[config.mk]
export PLATFORM = sky130hd
export DESIGN_NAME = tfir_ram_engine
export DESIGN_NICKNAME = d
export VERILOG_FILES = /design/src/rtl/tfir_pkg.sv /design/src/rtl/tfir_slot_ram.sv /design/src/rtl/tfir_mac.sv /design/src/rtl/tfir_seq.sv /design/src/rtl/tfir_ram_engine.sv
export SDC_FILE = /design/constraint.sdc
export NUM_CORES = 1
export LEC_CHECK = 0
export BUFFER_PORTS_ARGS = -buffer_cell sky130_fd_sc_hd__buf_4
export CORE_UTILIZATION = 60
export CTS_BUF_LIST = sky130_fd_sc_hd__clkbuf_2 sky130_fd_sc_hd__clkbuf_4 sky130_fd_sc_hd__clkbuf_8
export DETAILED_ROUTE_END_ITERATION = 6
export HOLD_SLACK_MARGIN = 0.12
export PLACE_DENSITY = 0.77
export SYNTH_ARGS = -nofsm -noshare
export SYNTH_HDL_FRONTEND = slang
export SYNTH_HIERARCHICAL = 1
export SYNTH_SLANG_ARGS = --single-unit
[constraint.sdc]
create_clock -name clk -period 8.9 [get_ports clk]
set_input_delay 0.89 -clock clk [delete_from_list [all_inputs] [get_ports clk]]
set_output_delay 0.89 -clock clk [all_outputs]
set_load 0.1 [all_outputs]
[src/rtl/tfir_pkg.sv]
package tfir_pkg;
    typedef enum logic [1:0] {
        ST_CLEAR,
        ST_IDLE,
        ST_RUN,
        ST_DRAIN
    } seq_state_t;
endpackage

[src/rtl/tfir_slot_ram.sv]
module tfir_slot_ram #(
    parameter int WIDTH = 20,
    parameter int DEPTH = 16,
    parameter int AW    = $clog2(DEPTH)
) (
    input  logic             clk,
    input  logic             we,
    input  logic [AW-1:0]    waddr,
    input  logic [WIDTH-1:0] wdata,
    input  logic [AW-1:0]    raddr,
    output logic [WIDTH-1:0] rdata
);
    logic [WIDTH-1:0] mem [DEPTH];

    // One write port, one registered read port (read returns the old word)
    always_ff @(posedge clk) begin
        if (we) begin
            mem[waddr] <= wdata;
        end
        rdata <= mem[raddr];
    end
endmodule

[src/rtl/tfir_mac.sv]
module tfir_mac #(
    parameter int SAMPLE_W = 8,
    parameter int COEF_W   = 10,
    parameter int ACC_W    = 20
) (
    input  logic signed [SAMPLE_W-1:0] sample,
    input  logic signed [COEF_W-1:0]   coef,
    input  logic        [ACC_W-1:0]    addend,
    output logic        [ACC_W-1:0]    sum
);
    localparam int PROD_W = SAMPLE_W + COEF_W;

    logic signed [PROD_W-1:0] prod;
    logic        [ACC_W-1:0]  prod_ext;

    assign prod = sample * coef;

    generate
        if (PROD_W < ACC_W) begin : g_extend
            assign prod_ext = {{(ACC_W - PROD_W){prod[PROD_W-1]}}, prod};
        end else begin : g_wrap
            assign prod_ext = prod[ACC_W-1:0];
        end
    endgenerate

    // Modular add: overflow wraps at ACC_W bits
    assign sum = addend + prod_ext;
endmodule

[src/rtl/tfir_seq.sv]
module tfir_seq
    import tfir_pkg::*;
#(
    parameter int NTAPS  = 16,
    parameter int SLOT_W = $clog2(NTAPS)
) (
    input  logic              clk,
    input  logic              rst,
    input  logic              smp_valid,
    output logic [SLOT_W-1:0] slot,
    output logic              busy,
    output logic              accept,
    output logic              rd_en,
    output logic              clr_we
);
    localparam logic [SLOT_W-1:0] LAST = SLOT_W'(NTAPS - 1);

    seq_state_t        state, state_nxt;
    logic [SLOT_W-1:0] slot_nxt;

    // State register
    always_ff @(posedge clk) begin
        if (rst) begin
            state <= ST_CLEAR;
            slot  <= '0;
        end else begin
            state <= state_nxt;
            slot  <= slot_nxt;
        end
    end

    // Transitions
    always_comb begin
        state_nxt = state;
        slot_nxt  = slot;
        unique case (state)
            ST_CLEAR: begin
                if (slot == LAST) begin
                    state_nxt = ST_IDLE;
                    slot_nxt  = '0;
                end else begin
                    slot_nxt = slot + SLOT_W'(1);
                end
            end
            ST_IDLE: begin
                if (smp_valid) begin
                    state_nxt = ST_RUN;
                    slot_nxt  = LAST;
                end
            end
            ST_RUN: begin
                if (slot == '0) begin
                    state_nxt = ST_DRAIN;
                end else begin
                    slot_nxt = slot - SLOT_W'(1);
                end
            end
            ST_DRAIN: begin
                state_nxt = ST_IDLE;
            end
        endcase
    end

    // Outputs
    always_comb begin
        busy   = (state != ST_IDLE);
        accept = (state == ST_IDLE) && smp_valid;
        rd_en  = (state == ST_RUN);
        clr_we = (state == ST_CLEAR);
    end

    AST_RUN_FROM_IDLE: assert property (@(posedge clk) disable iff (rst)
        (state == ST_RUN && $past(state) == ST_IDLE) |-> $past(smp_valid));
    AST_SLOT_DESCENDS: assert property (@(posedge clk) disable iff (rst)
        (rd_en && $past(rd_en)) |-> (slot == $past(slot) - SLOT_W'(1)));
    AST_IDLE_AFTER_CLEAR: assert property (@(posedge clk) disable iff (rst)
        (state == ST_IDLE && $past(state) == ST_CLEAR) |-> ($past(slot) == LAST));
endmodule

[src/rtl/tfir_ram_engine.sv]
module tfir_ram_engine #(
    parameter int NTAPS    = 16,
    parameter int SAMPLE_W = 8,
    parameter int COEF_W   = 10,
    parameter int ACC_W    = 20,
    parameter int SLOT_W   = $clog2(NTAPS)
) (
    input  logic                clk,
    input  logic                rst,
    input  logic                smp_valid,
    input  logic [SAMPLE_W-1:0] smp_data,
    input  logic                coef_we,
    input  logic [SLOT_W-1:0]   coef_addr,
    input  logic [COEF_W-1:0]   coef_data,
    output logic                busy,
    output logic                res_valid,
    output logic [ACC_W-1:0]    res_data
);
    localparam logic [SLOT_W-1:0] LAST = SLOT_W'(NTAPS - 1);

    logic [SLOT_W-1:0]   slot;
    logic                accept, rd_en, clr_we;
    logic [SAMPLE_W-1:0] x_q;
    logic                p_valid;
    logic [SLOT_W-1:0]   p_slot;
    logic [ACC_W-1:0]    acc_rdata, acc_wdata, addend, sum;
    logic [SLOT_W-1:0]   acc_waddr;
    logic                acc_we;
    logic [COEF_W-1:0]   coef_rdata;

    tfir_seq #(.NTAPS(NTAPS), .SLOT_W(SLOT_W)) u_seq (
        .clk       (clk),
        .rst       (rst),
        .smp_valid (smp_valid),
        .slot      (slot),
        .busy      (busy),
        .accept    (accept),
        .rd_en     (rd_en),
        .clr_we    (clr_we)
    );

    // Sample latch and one-stage read pipeline (covers the RAM read latency)
    always_ff @(posedge clk) begin
        if (rst) begin
            x_q     <= '0;
            p_valid <= 1'b0;
            p_slot  <= '0;
        end else begin
            if (accept) begin
                x_q <= smp_data;
            end
            p_valid <= rd_en;
            p_slot  <= slot;
        end
    end

    // Write-back lands one slot above the slot that was read; the top slot leaves as the result
    assign acc_we    = clr_we || (p_valid && (p_slot != LAST));
    assign acc_waddr = clr_we ? slot : (p_slot + SLOT_W'(1));
    assign acc_wdata = clr_we ? '0 : sum;
    assign addend    = (p_slot == '0) ? '0 : acc_rdata;

    tfir_slot_ram #(.WIDTH(ACC_W), .DEPTH(NTAPS), .AW(SLOT_W)) u_acc_ram (
        .clk   (clk),
        .we    (acc_we),
        .waddr (acc_waddr),
        .wdata (acc_wdata),
        .raddr (slot),
        .rdata (acc_rdata)
    );

    tfir_slot_ram #(.WIDTH(COEF_W), .DEPTH(NTAPS), .AW(SLOT_W)) u_coef_ram (
        .clk   (clk),
        .we    (coef_we),
        .waddr (coef_addr),
        .wdata (coef_data),
        .raddr (LAST - slot),
        .rdata (coef_rdata)
    );

    tfir_mac #(.SAMPLE_W(SAMPLE_W), .COEF_W(COEF_W), .ACC_W(ACC_W)) u_mac (
        .sample (x_q),
        .coef   (coef_rdata),
        .addend (addend),
        .sum    (sum)
    );

    always_ff @(posedge clk) begin
        if (rst) begin
            res_valid <= 1'b0;
            res_data  <= '0;
        end else begin
            res_valid <= p_valid && (p_slot == LAST);
            if (p_valid && (p_slot == LAST)) begin
                res_data <= sum;
            end
        end
    end

    AST_RES_ONE_CYCLE: assert property (@(posedge clk) disable iff (rst)
        res_valid |=> !res_valid);
    AST_RES_WITHIN_PASS: assert property (@(posedge clk) disable iff (rst)
        res_valid |-> busy);
    AST_DROPPED_SAMPLE: assert property (@(posedge clk) disable iff (rst)
        (smp_valid && busy) |=> $stable(x_q));
    AST_WB_NOT_READ: assert property (@(posedge clk) disable iff (rst)
        (acc_we && rd_en) |-> (acc_waddr != slot));
endmodule

-- Word-level counts from Yosys, hierarchy flattened
Memory sizes are Yosys's and may differ from the RTL's. A register that Yosys moved wholly into a read port is not among the register bits.
Cells that the tools add are included.
- register bits after elaboration: 40
- latch bits: 0
- memory bits (writable): 480
- bits in read-only memories: 0
- input bits: 26
- output and inout bits: 22
- logic and storage cells: 51
- memories: 2
- memory list (name ; depth ; width ; read ports ; clocked after Yosys merged registers in ; write ports ; RTL line ; RTL):
    u_acc_ram.mem ; 16 ; 20 ; 1 ; 1 ; 1 ; tfir_slot_ram.sv:13 ; logic [WIDTH-1:0] mem [DEPTH];
    u_coef_ram.mem ; 16 ; 10 ; 1 ; 1 ; 1 ; tfir_slot_ram.sv:13 ;
- $add $sub $neg: 5
- multiply operators: 1
- div/mod/pow operators: 0
- order comparisons: 0
- equality and inequality tests: 11
- shifts and indexed selects: 0
- muxes and demuxes: 15
- bitwise gates (word level): 0
- reductions and logical operators: 10
- operators by type and width (operator ; number):
    20-bit 2-to-1 mux ; 2
    20-bit adder ; 1
    8-bit by 10-bit multiplier with 18-bit output ; 1
    4-bit 2-to-1 mux ; 4
    4-bit case mux with 3 select lines ; 1
    4-bit by 1-bit adder with 4-bit output (second input constant) ; 2
    4-bit equality test (second input constant) ; 2
    4-bit zero test ; 2
    2-bit case mux with 4 select lines ; 1
    2-bit 2-to-1 mux ; 3
    2-bit by 1-bit inequality test with 1-bit output (second input constant) ; 3
    3-bit AND reduction ; 2
    2-bit equality test (second input constant) ; 2
    1-bit 2-to-1 mux ; 4
    2-bit inequality test (second input constant) ; 2
    4-bit inequality test (second input constant) ; 1
    4-bit by 1-bit subtractor with 4-bit output (second input constant) ; 1
    4-bit subtractor (first input constant) ; 1
    1-bit logical AND ; 3
    3-bit nonzero test ; 1
    2-bit by 1-bit equality test with 1-bit output (second input constant) ; 1
    2-bit zero test ; 1
    1-bit logical OR ; 1

-- Depth between registers and ports, before layout
- word-level depth: 5
- mapped depth: 28
- mapped depth without buffers: 27

-- By module
The synthesis kept the hierarchy.
- by module, submodules not included (module ; instances ; cells an instance ; area an instance (um^2) ; sequential area each (um^2)):
    tfir_slot_ram at u_acc_ram ; 1 ; 533 ; 12530.8 ; 10009.6
    tfir_slot_ram at u_coef_ram ; 1 ; 279 ; 6353.6 ; 5004.8
    tfir_mac ; 1 ; 474 ; 3987.6 ; 0.0
    tfir_ram_engine ; 1 ; 193 ; 1559.0 ; 680.7
    tfir_seq ; 1 ; 63 ; 511.7 ; 120.1

-- Least setup slack after synthesis
Ideal clock, no wire load.
- path kind: reg2reg
- start: register x_q[7]
- end: memory u_acc_ram.mem[0][19], data pin
- arrival time: 5.935 ns
- required time: 8.619 ns
- slack: 2.684 ns
- stages on the path, launching flop included: 23
- path buffers: 0
- path through: dfxtp_1 clkinv_1 nor2_1 fa_1 fa_1 fa_1 inv_1 fa_1 inv_1 ha_1 o21a_1 o21ai_1 o31ai_2 o31a_1 mux2i_1 o211ai_1 ha_1 a211oi_1 nand2_1 or4_4 o211ai_2 xnor2_1 nor2b_1
- cells in the longest elaborated chain, start to end: 3
- RTL lines (item ; RTL line ; RTL):
    start: declaration ; tfir_ram_engine.sv:23 ; logic [SAMPLE_W-1:0] x_q;
    start signal: assignment ; tfir_ram_engine.sv:50 ; x_q <= smp_data;
    8-bit by 10-bit multiplier with 18-bit output ; tfir_mac.sv:16 ; assign prod = sample * coef;
    20-bit adder ; tfir_mac.sv:27 ; assign sum = addend + prod_ext;
    net sum[19] ; tfir_ram_engine.sv:26 ; logic [ACC_W-1:0] acc_rdata, acc_wdata, addend, sum;
    20-bit 2-to-1 mux ; tfir_ram_engine.sv:60 ; assign acc_wdata = clr_we ? '0 : sum;
    net acc_wdata[19] ; tfir_ram_engine.sv:26 ;
    end: declaration ; tfir_slot_ram.sv:13 ;
The timed path passes the listed nets, and every way through them passes these cells.

-- Final worst setup path
- start: register x_q[7]
- end: memory u_acc_ram.mem[3][19], data pin
The elaborated chain is that of the path after synthesis.

==> results.sh <==
export IMPL_finalMaxSlewViolations=0
export IMPL_period_minus_slack_ps=6980
export IMPL_crit_start="x_q[7]$_SDFFE_PP0P_"
export IMPL_die_w_um=206
export IMPL_rows=74
export IMPL_ys_seq_area_share_pct=63.4
export IMPL_cts_tree="done"
export IMPL_final_common_cell="edfxtp_1"
export IMPL_critPathLaunchType="flip-flop"
export IMPL_totalWireLength_um=51400
export IMPL_grt_pass1_vias=13700
export IMPL_grt_pass1_wl_um=78100
export IMPL_hold_buffers=0
export IMPL_final_nets=1809
export IMPL_synth_seq_cells=550
export IMPL_vias_per_cell=6.06
export IMPL_clk_path_buf_depth=3
export IMPL_start_util_pct=60.9
export IMPL_use_met1_pct=34.6
export IMPL_synth_cell_area_mm2=0.0249
export IMPL_fin_hold_ws_ps=462
export IMPL_syn_nets=1699
export IMPL_crit_fanout=16
export IMPL_synth_edf_count=480
export IMPL_hold_path_startpoint="res_data[17]$_SDFFE_PP0P_"
export IMPL_die_h_um=206
export IMPL_insertion_delay_ps=650
export IMPL_power_density_mw_per_mm2=296
export IMPL_ff2ff_setup_slack_ps=1920
export IMPL_numClockSinks=550
export IMPL_grtUsageTotal_pct=25.0
export IMPL_netlist_instances=1542
export IMPL_overflow=0
export IMPL_critPathCaptureType="flip-flop"
export IMPL_r2r_cells=22
export IMPL_place_area_mm2=0.0259
export IMPL_finalPower_w=0.00820
export IMPL_worst_ep_required_time_ps=9230
export IMPL_synth_flop_cell="edfxtp_1"
export IMPL_cts_resized=0
export IMPL_status="completed"
export IMPL_postLayoutCellArea_mm2=0.0277
export IMPL_post_cts_buffers=0
export IMPL_dp_cells=2096
export IMPL_synth_warnings=6
export IMPL_dp_hpwl_um=32600
export IMPL_fin_crit_sh_pct=78.4
export IMPL_clk_pin_slew_ps=60
export IMPL_layoutNonFillerInstCount=2258
export IMPL_r2r_end="u_acc_ram/mem[3][19]$_DFFE_PP_"
export IMPL_holdPathStages=2
export IMPL_syn2layout_area_growth_pct=11.1
export IMPL_cts_max_level=3
export IMPL_io_pin_count=48
export IMPL_rsz0062_at_grt="no"
export IMPL_fmax_ghz=0.143
export IMPL_hold_end="res_data[17]$_SDFFE_PP0P_"
export IMPL_cts_made_buffers=86
export IMPL_syn_avg_cell_area_um2=16.2
export IMPL_post_drt_wl_per_cell_um=22.8
export IMPL_gp_congestion=0.862
export IMPL_clock_root_buffer="clkbuf_8"
export IMPL_finalHoldViolCount=0
export IMPL_tns_ps=0
export IMPL_firstDrtPassIters=5
export IMPL_reg2reg_from="x_q[7]$_SDFFE_PP0P_"
export IMPL_synth_cell_types=64
export IMPL_worst_pin_slew_ps=1360
export IMPL_ir_drop_uv=190
export IMPL_crit_arrival_ps=7300
export IMPL_core_mm2=0.0409
export IMPL_place_port_buffers=47
export IMPL_slew_limit_headroom_pct=9.10
export IMPL_drc=0
export IMPL_antenna_found_initial=1
export IMPL_antenna_left=0
export IMPL_mostFrequentLayoutCells="480 x edfxtp_1, 118 x inv_1, 109 x nand2_1"
export IMPL_vias=13700
export IMPL_cap_viol_max_count=0
export IMPL_drt_iter0_drc=1133
export IMPL_path_class="reg2reg"
export IMPL_skew_ps=25.9
export IMPL_grtUsageMet2_pct=39.7
export IMPL_drive_gt1_share_pct=21.1
export IMPL_grt_busiest_layer="met2"
export IMPL_setup_viol=0
export IMPL_min_path_type="reg2reg"
export IMPL_p_leak_nw=10.1
export IMPL_dieArea_mm2=0.0424
export IMPL_use_met3_pct=4.76
export IMPL_synth_async_reset_ratio_pct=0
export IMPL_grt_max_degree=72
==> cells in the mapped netlist (11+ instances only) <==
cell,number,area (um^2)
a21o_1,14,105
a21oi_1,42,210
a22oi_1,60,450
and2_1,52,325
clkbuf_1,24,90.1
dfxtp_1,70,1400
edfxtp_1,480,14400
fa_1,68,1360
ha_1,63,788
inv_1,119,447
mux2i_1,11,110
mux4_1,28,736
mux4_2,92,2070
nand2_1,109,409
nand2b_1,12,75.1
nor2_1,65,244
nor2b_1,50,313
nor3_1,14,70.1
o21ai_0,14,70.1
xnor2_1,27,236
==> registers in the layout, indices dropped and copies added (netlist names) <==
name,cells
p_slot,4
res_valid,1
u_acc_ram/rdata,20
res_data,20
u_seq/state,2
u_coef_ram/rdata,10
u_coef_ram/mem,160
p_valid,1
x_q,8
u_acc_ram/mem,320
u_seq/slot,4
==> cells by family (layout without fill, tap and decap cells) <==
logic type	after synthesis	after routing	share of synthesized area, %
fa+ha+maj	131	131	8.62
xor+xnor	37	37	1.30
flops	550	550	63.4
mux	132	132	11.7
simple gates	337	337	6.76
other cells	0	1	0
compound gates	178	178	5.00
buf+inv	177	360	3.18
==> how the worst max path moves through the flow <==
stage | endpoint | slack (ps) | depth (start not counted)
after global placement | u_acc_ram/mem[0][19]$_DFFE_PP_ | 2080 | 22
after global routing | u_acc_ram/mem[3][19]$_DFFE_PP_ | 1320 | 22
final | u_acc_ram/mem[3][19]$_DFFE_PP_ | 1920 | 22
after floorplan | u_acc_ram/mem[0][19]$_DFFE_PP_ | 2680 | 22
after CTS | u_acc_ram/mem[7][19]$_DFFE_PP_ | 1870 | 22
after detailed placement | u_acc_ram/mem[7][19]$_DFFE_PP_ | 1890 | 22
==> critical path, stage by stage, from the launching register on <==
cell	delay, ps
dfxtp_1	380
clkinv_1	290
nor2_1	240
fa_1	440
fa_1	520
fa_1	550
inv_1	60
fa_1	530
inv_1	40
ha_1	330
o21a_1	200
o21ai_1	190
o31ai_2	110
o31a_1	290
mux2i_1	160
o211ai_1	180
ha_1	410
a211oi_1	280
nand2_1	80
or4_4	420
o211ai_2	80
xnor2_1	170
nor2b_1	720
==> layer usage <==
layer	vias to the layer above	part of all wire, %	routed length [um]
li1	6062	-	-
met1	6957	41	21000
met2	580	48	24800
met3	81	7.7	3980
met4	0	3.1	1600
met5	-	0	0
==> report_power, final <==
part,internal (W),switching (W),total (W)
Combinational,0.00102,0.00155,0.00257
Sequential,0.00330,0.000182,0.00348
Clock,0.00118,0.000970,0.00215
Total,0.00550,0.00270,0.00820
==> cell type report <==
type | instances | area, um^2
diodes | 1 | 2.50
flip-flops and latches | 550 | 15800
inverters | 120 | 450
repair buffers | 79 | 593
multi-input cells | 815 | 8400
clock inverters | 28 | 199
clock buffers | 133 | 1590
fillers | 2706 | 13200
well taps | 532 | 666
==> stage by stage <==
stage	setup WS (ps)	util, %
floorplan	2680	-
global placement	2080	63.4
detailed placement	1890	63.4
CTS	1870	67.7
global route	1320	67.7
finish	1920	67.7
Note: power is estimated with default switching activity, not from simulation.
